`src/rtl/ts_out_pkg.sv`:
```
package ts_out_pkg;

    localparam int BYTE_W = 8;

    typedef struct packed {
        logic [BYTE_W-1:0] data;
        logic              sop;
        logic              uncor;
    } ts_item_t;

endpackage

```
`src/rtl/ts_byte_fifo.sv`:
```
module ts_byte_fifo
    import ts_out_pkg::*;
#(
    parameter int DEPTH = 4
) (
    input  logic     clk,
    input  logic     rst_n,
    input  logic     push,
    input  ts_item_t push_item,
    input  logic     pop,
    output ts_item_t head,
    output logic     not_empty,
    output logic     not_full
);
    localparam int PW = (DEPTH > 1) ? $clog2(DEPTH) : 1;
    localparam int CW = $clog2(DEPTH + 1);

    typedef struct packed {
        ts_item_t [DEPTH-1:0] mem;
        logic [PW-1:0]        wr;
        logic [PW-1:0]        rd;
        logic [CW-1:0]        cnt;
    } fifo_st_t;

    fifo_st_t q, d;

    always_comb begin
        d = q;
        if (push) begin
            d.mem[q.wr] = push_item;
            d.wr = (q.wr == PW'(DEPTH - 1)) ? '0 : q.wr + 1'b1;
        end
        if (pop) begin
            d.rd = (q.rd == PW'(DEPTH - 1)) ? '0 : q.rd + 1'b1;
        end
        case ({push, pop})
            2'b10:   d.cnt = q.cnt + 1'b1;
            2'b01:   d.cnt = q.cnt - 1'b1;
            default: d.cnt = q.cnt;
        endcase
    end

    always_ff @(posedge clk) begin
        if (!rst_n) q <= '0;
        else        q <= d;
    end

    assign head      = q.mem[q.rd];
    assign not_empty = (q.cnt != '0);
    assign not_full  = (q.cnt != CW'(DEPTH));

    // occupancy never exceeds the depth, and nothing is taken from an empty queue
    a_r9_no_overflow: assert property (@(posedge clk) disable iff (!rst_n)
        q.cnt <= CW'(DEPTH));
    a_r9_no_underflow: assert property (@(posedge clk) disable iff (!rst_n)
        pop |-> q.cnt != '0);
    a_r9_push_lands: assert property (@(posedge clk) disable iff (!rst_n)
        (push && !pop) |=> q.cnt == $past(q.cnt) + 1'b1);
endmodule

```
`src/rtl/ts_pkt_marker.sv`:
```
module ts_pkt_marker
    import ts_out_pkg::*;
#(
    parameter int PKT_LEN = 188
) (
    input  logic              clk,
    input  logic              rst_n,
    input  logic              take,
    input  ts_item_t          item,
    input  logic              mark_en,
    output logic [BYTE_W-1:0] out_data,
    output logic              out_sync,
    output logic              out_uncor
);
    localparam int IDXW = $clog2(PKT_LEN + 1);
    localparam logic [IDXW-1:0] IDX_END  = IDXW'(PKT_LEN);
    localparam logic [IDXW-1:0] IDX_HDR2 = IDXW'(1);

    typedef struct packed {
        logic            err;
        logic [IDXW-1:0] idx;
    } mark_st_t;

    mark_st_t q, d;
    logic            cur_err;
    logic [IDXW-1:0] cur_idx;

    always_comb begin
        cur_err = item.sop ? item.uncor : q.err;
        cur_idx = item.sop ? '0 : q.idx;

        out_sync  = item.sop;
        out_uncor = cur_err;
        out_data  = item.data;
        if (mark_en && cur_err && (cur_idx == IDX_HDR2))
            out_data[BYTE_W-1] = 1'b1;

        d = q;
        if (take) begin
            d.err = cur_err;
            d.idx = (cur_idx < IDX_END) ? cur_idx + 1'b1 : cur_idx;
        end
    end

    always_ff @(posedge clk) begin
        if (!rst_n) begin
            q.err <= 1'b0;
            q.idx <= IDX_END;
        end else begin
            q <= d;
        end
    end

    // the start byte of a packet is never altered
    a_r5_sync_untouched: assert property (@(posedge clk) disable iff (!rst_n)
        (take && item.sop) |-> out_data == item.data);
    // between start markers the packet flag does not move
    a_r4_flag_held: assert property (@(posedge clk) disable iff (!rst_n)
        (take && !item.sop) |=> q.err == $past(q.err));
endmodule

```
`src/rtl/ts_out_shaper.sv`:
```
module ts_out_shaper
    import ts_out_pkg::*;
(
    input  logic              clk,
    input  logic              rst_n,
    input  logic              serial_mode,
    input  logic              avail,
    input  logic [BYTE_W-1:0] byte_in,
    input  logic              sync_in,
    input  logic              uncor_in,
    output logic              take,
    output logic [BYTE_W-1:0] dout,
    output logic              den,
    output logic              psync,
    output logic              uncor,
    output logic              oclk
);
    localparam int BITW = $clog2(BYTE_W);

    typedef struct packed {
        logic              active;
        logic              ser;
        logic [BYTE_W-2:0] rest;
        logic [BITW-1:0]   bitn;
        logic              ocl;
        logic [BYTE_W-1:0] dout;
        logic              den;
        logic              sync;
        logic              uncor;
    } shp_st_t;

    shp_st_t q, d;

    always_comb begin
        d    = q;
        take = 1'b0;
        if (q.active && !q.ocl) begin
            d.ocl = 1'b1;
        end else if (q.active && q.ser && (q.bitn != '0)) begin
            d.ocl  = 1'b0;
            d.bitn = q.bitn - 1'b1;
            d.dout = {{(BYTE_W-1){1'b0}}, q.rest[BYTE_W-2]};
            d.rest = {q.rest[BYTE_W-3:0], 1'b0};
        end else if (avail) begin
            take     = 1'b1;
            d.active = 1'b1;
            d.ser    = serial_mode;
            d.ocl    = 1'b0;
            d.rest   = byte_in[BYTE_W-2:0];
            d.bitn   = BITW'(BYTE_W - 1);
            d.dout   = serial_mode ? {{(BYTE_W-1){1'b0}}, byte_in[BYTE_W-1]} : byte_in;
            d.den    = 1'b1;
            d.sync   = sync_in;
            d.uncor  = uncor_in;
        end else begin
            d.active = 1'b0;
            d.ocl    = 1'b0;
            d.dout   = '0;
            d.den    = 1'b0;
            d.sync   = 1'b0;
            d.uncor  = 1'b0;
        end
    end

    always_ff @(posedge clk) begin
        if (!rst_n) q <= '0;
        else        q <= d;
    end

    assign dout  = q.dout;
    assign den   = q.den;
    assign psync = q.sync;
    assign uncor = q.uncor;
    assign oclk  = q.ocl;

    // a low clock phase with data is always followed by a rising phase
    a_r8_rise_follows: assert property (@(posedge clk) disable iff (!rst_n)
        (q.den && !q.ocl) |=> q.ocl);
    // data holds while the clock rises
    a_r8_stable_on_rise: assert property (@(posedge clk) disable iff (!rst_n)
        $rose(q.ocl) |-> $stable(q.dout));
    // clock, sync and error only with enable
    a_r3_clock_needs_den: assert property (@(posedge clk) disable iff (!rst_n)
        (q.ocl || q.sync || q.uncor) |-> q.den);
    // in serial mode enable, sync and error hold across the bits of a byte
    a_r7_serial_hold: assert property (@(posedge clk) disable iff (!rst_n)
        (q.active && q.ser && q.ocl && q.bitn != '0) |=>
            (q.den && $stable(q.sync) && $stable(q.uncor)));
endmodule

```
`src/rtl/ts_out_formatter.sv`:
```
module ts_out_formatter
    import ts_out_pkg::*;
#(
    parameter int FIFO_DEPTH = 4,
    parameter int PKT_LEN    = 188
) (
    input  logic       clk,
    input  logic       rst_n,
    input  logic       serial_mode,
    input  logic       mark_en,
    input  logic       in_valid,
    output logic       in_ready,
    input  logic [7:0] in_data,
    input  logic       in_sop,
    input  logic       in_uncor,
    output logic [7:0] ts_data,
    output logic       ts_clk,
    output logic       ts_den,
    output logic       ts_sync,
    output logic       ts_uncor
);
    ts_item_t          push_item;
    ts_item_t          head;
    logic              not_empty;
    logic              not_full;
    logic              take;
    logic [BYTE_W-1:0] mk_data;
    logic              mk_sync;
    logic              mk_uncor;

    assign push_item = '{data: in_data, sop: in_sop, uncor: in_uncor};
    assign in_ready  = not_full;

    ts_byte_fifo #(.DEPTH(FIFO_DEPTH)) u_fifo (
        .clk       (clk),
        .rst_n     (rst_n),
        .push      (in_valid && not_full),
        .push_item (push_item),
        .pop       (take),
        .head      (head),
        .not_empty (not_empty),
        .not_full  (not_full)
    );

    ts_pkt_marker #(.PKT_LEN(PKT_LEN)) u_marker (
        .clk       (clk),
        .rst_n     (rst_n),
        .take      (take),
        .item      (head),
        .mark_en   (mark_en),
        .out_data  (mk_data),
        .out_sync  (mk_sync),
        .out_uncor (mk_uncor)
    );

    ts_out_shaper u_shaper (
        .clk         (clk),
        .rst_n       (rst_n),
        .serial_mode (serial_mode),
        .avail       (not_empty),
        .byte_in     (mk_data),
        .sync_in     (mk_sync),
        .uncor_in    (mk_uncor),
        .take        (take),
        .dout        (ts_data),
        .den         (ts_den),
        .psync       (ts_sync),
        .uncor       (ts_uncor),
        .oclk        (ts_clk)
    );

    // first cycle after reset is idle
    a_r1_idle_after_reset: assert property (@(posedge clk)
        $rose(rst_n) |-> (!ts_den && !ts_clk && !ts_sync && !ts_uncor && ts_data == '0));
endmodule

```
`config.mk`:
```
export PLATFORM = sky130hd
export DESIGN_NAME = ts_out_formatter
export DESIGN_NICKNAME = d
export VERILOG_FILES = /design/src/rtl/ts_out_pkg.sv /design/src/rtl/ts_byte_fifo.sv /design/src/rtl/ts_pkt_marker.sv /design/src/rtl/ts_out_shaper.sv /design/src/rtl/ts_out_formatter.sv
export SDC_FILE = /design/constraint.sdc
export NUM_CORES = 1
export LEC_CHECK = 0
export BUFFER_PORTS_ARGS = -buffer_cell sky130_fd_sc_hd__buf_2
export CAP_MARGIN = 10
export CORE_UTILIZATION = 59
export DETAILED_ROUTE_END_ITERATION = 10
export GPL_TIMING_DRIVEN = 0
export HOLD_SLACK_MARGIN = 0.02
export PLACE_DENSITY = 0.87
export SYNTH_ARGS = -nofsm -noshare
export SYNTH_HDL_FRONTEND = slang
export SYNTH_SLANG_ARGS = --single-unit
```
`constraint.sdc`:
```
create_clock -name clk -period 3.5 [get_ports clk]
set_input_delay 0.35 -clock clk [delete_from_list [all_inputs] [get_ports clk]]
set_output_delay 0.35 -clock clk [all_outputs]
set_load 0.01 [all_outputs]
```
==> flow_metrics.env <==
export IMPL_async_reset_ff_share_pct=0
export IMPL_rsz0062_at_grt="false"
export IMPL_syn_inst=414
export IMPL_syn_area_per_cell_um2=8.81
export IMPL_grt_total_usage_pct=29.1
export IMPL_cts_setup_buffers=0
export IMPL_fill_cells=455
export IMPL_finalWirelength_mm=8.64
export IMPL_io_pins=28
export IMPL_synth_area_leader_cell="dfxtp_1"
export IMPL_slew_headroom_pct=43.1
export IMPL_grt_max_degree=15
export IMPL_io_buffers=26
export IMPL_vias=3230
export IMPL_place_hpwl_mm=5.91
export IMPL_nNetsFinal=477
export IMPL_min_path_type="input pin to flip-flop"
export IMPL_cts_tree="done"
export IMPL_grt_pass1_vias=3097
export IMPL_synth_area_leaders="dfxtp_1 (43%), nand2_1 (8.2%), a21boi_0 (7.0%)"
export IMPL_die_h_um=80.6
export IMPL_core_area_um2=5960
export IMPL_cp_required_ps=3790
export IMPL_final_max_slew_viol_count=0
export IMPL_crit_fanout=10
export IMPL_ir_worst_vdd_v=0.000434
export IMPL_drv_cap=0
export IMPL_synth_distinct_cells=49
export IMPL_p_total_mw=2.89
export IMPL_area_delta_synth_final_pct=12.2
export IMPL_viasPerCell=6.08
export IMPL_cts_made_buffers=9
export IMPL_synth_edf_count=0
export IMPL_synth_seq_area_share_pct=43.3
export IMPL_initial_core_util_pct=61.3
export IMPL_antenna_found_initial=0
export IMPL_drt_iter0_markers=237
export IMPL_utilization_pct=68.7
export IMPL_p_per_area_nw_per_um2=705
export IMPL_rows=28
export IMPL_hold_buffers=0
export IMPL_layout_drive_gt1_share_pct=15.8
export IMPL_yosysWarnings=0
export IMPL_root_buffer="clkbuf_8"
export IMPL_synth_ff_latch_count=79
export IMPL_ctsResizeCount=0
export IMPL_yosysMostFrequentCell="nand2_1"
export IMPL_setup_viol=0
export IMPL_ant_nets=0
export IMPL_cts_clk_slew_worst_paths_ps=90
export IMPL_syn_nets=440
export IMPL_grt_pass1_wl_mm=14.3
export IMPL_path_class="flip-flop to flip-flop"
export IMPL_power_leakage_nw=1.53
export IMPL_min_period_over_period_pct=86.0
export IMPL_drc=0
export IMPL_firstDrtPassIters=5
export IMPL_skew_ps=10.8
export IMPL_ys_flop_type="dfxtp_1"
export IMPL_tightest_slew_ps=846
export IMPL_grt_ovfl_total=0
export IMPL_arrival_ps=3290
export IMPL_timing_setup_tns_ps=0
export IMPL_clockBufferDepth=2
export IMPL_final_min_clock_period_ps=3010
export IMPL_ff2ff_setup_slack_ps=490
export IMPL_place_congestion=0.832
export IMPL_fin_area_um2=4090
export IMPL_clk_latency_ps=360
export IMPL_yosys_top_cells_count="nand2_1 (80), dfxtp_1 (79), nand3_1 (43), a21boi_0 (34), a21oi_1 (20)"
export IMPL_hold_viol_final=0
export IMPL_cts_sinks=79
export IMPL_status="finished, final reports clean"
export IMPL_cp_end_kind="flip-flop"
export IMPL_place_area_um2=3870
export IMPL_start_kind="flip-flop"
export IMPL_max_freq_ghz=0.332
export IMPL_cts_htree_levels=3
export IMPL_dieArea_um2=6500
export IMPL_die_w_um=80.6
export IMPL_syn_cell_area_um2=3650
export IMPL_wire_per_inst_um=16.3
export IMPL_n_antenna_cell=0
export IMPL_synth_top_area_share_pct=43.3
[critical path, cell delays in order, from the launching register on]
cell and delay (ps):
dfxtp_1 330, inv_1 60, ha_1 150, ha_1 170
nor2b_1 80, o21ai_2 230, nand2_1 290, inv_1 330
ha_1 230, inv_1 60, fa_1 370, xor2_1 170
or3_1 320, a21oi_1 140
[stage by stage]
| stage | hold slack [ps] | setup WS, ps | cells |
|---|---|---|---|
| global placement | 439 | 625 | 515 |
| CTS | 266 | 517 | 531 |
| detailed placement | 447 | 564 | 515 |
| global route | 271 | 322 | 531 |
| finish | 278 | 491 | 531 |
| floorplan | 426 | 1000 | 414 |
[layer usage]
metal | up-vias | wire [um] | track usage [%]
met3 | 15 | 545 | 7.27
li1 | 1536 | - | -
met4 | 0 | 135 | 10.5
met2 | 118 | 4360 | 50.8
met5 | - | 0 | 0
met1 | 1561 | 3600 | 34.1
[area by class of cell]
cell class	instances	area (um2)	area share [%]
repair buffers	26	130	3.18
inverters	15	57.6	1.41
well taps	75	93.8	2.29
plain buffers	31	151	3.70
multi-input cells	289	1860	45.4
clock buffers	9	124	3.03
flip-flops and latches	79	1580	38.6
clock inverters	7	97.6	2.38
[registers in the layout (all words and copies together) (netlist names)]
| name | count |
|---|---|
| u_fifo.q | 47 |
| u_marker.q | 9 |
| u_shaper.psync | 1 |
| u_shaper.uncor | 1 |
| u_shaper.oclk | 1 |
| u_shaper.q | 12 |
| u_shaper.dout | 8 |
[placed cells by master, fill, tap and decap left out, drive strengths merged, types with 2 or more instances in the layout]
| master | netlist | final |
|---|---|---|
| nand2 | 80 | 80 |
| dfxtp | 79 | 79 |
| nand3 | 44 | 44 |
| buf | 17 | 43 |
| a21boi | 35 | 35 |
| clkbuf | 14 | 23 |
| a21oi | 21 | 21 |
| nor2 | 16 | 16 |
| inv | 14 | 14 |
| o21ai | 13 | 13 |
| mux4 | 10 | 10 |
| ha | 10 | 10 |
| a311oi | 9 | 9 |
| a22o | 7 | 7 |
| and2 | 6 | 6 |
| or3 | 5 | 5 |
| nor2b | 5 | 5 |
| clkinv | 1 | 4 |
| nor3 | 3 | 3 |
| and4 | 2 | 2 |
| and3 | 2 | 2 |
| nand4 | 2 | 2 |
| o311ai | 2 | 2 |
| bufinv | 0 | 2 |
| clkinvlp | 0 | 2 |
[logic make-up (layout without fill, tap and decap cells)]
family,after synthesis,after routing,share of synthesized area (%)
muxes,11,11,6.48
and+or+nand+nor,167,167,21.0
buffers and inverters,46,88,5.73
AOI/OAI and AO/OA,98,98,19.0
xor gates and xnor gates,2,2,0.480
adders and majority gates,11,11,3.98
DFF,79,79,43.3
[final timing paths]
path | from | end | cells after the start
worst max-delay path | u_shaper.q[12] | u_fifo.q[2] | 13
worst min-delay path | in_data[5] | u_fifo.q[34] | 3
worst max register to register | u_shaper.q[12] | u_fifo.q[2] | 13
worst min register to register | u_fifo.q[7] | u_fifo.q[7] | 2
[report_power, final]
group / leakage (nW) / internal (mW) / total [mW] / switching (mW)
clock network: 0.105 / 0.402 / 0.750 / 0.348
logic: 0.777 / 0.380 / 0.992 / 0.611
registers: 0.643 / 1.03 / 1.15 / 0.111
Note: power is estimated with default switching activity, not from simulation.
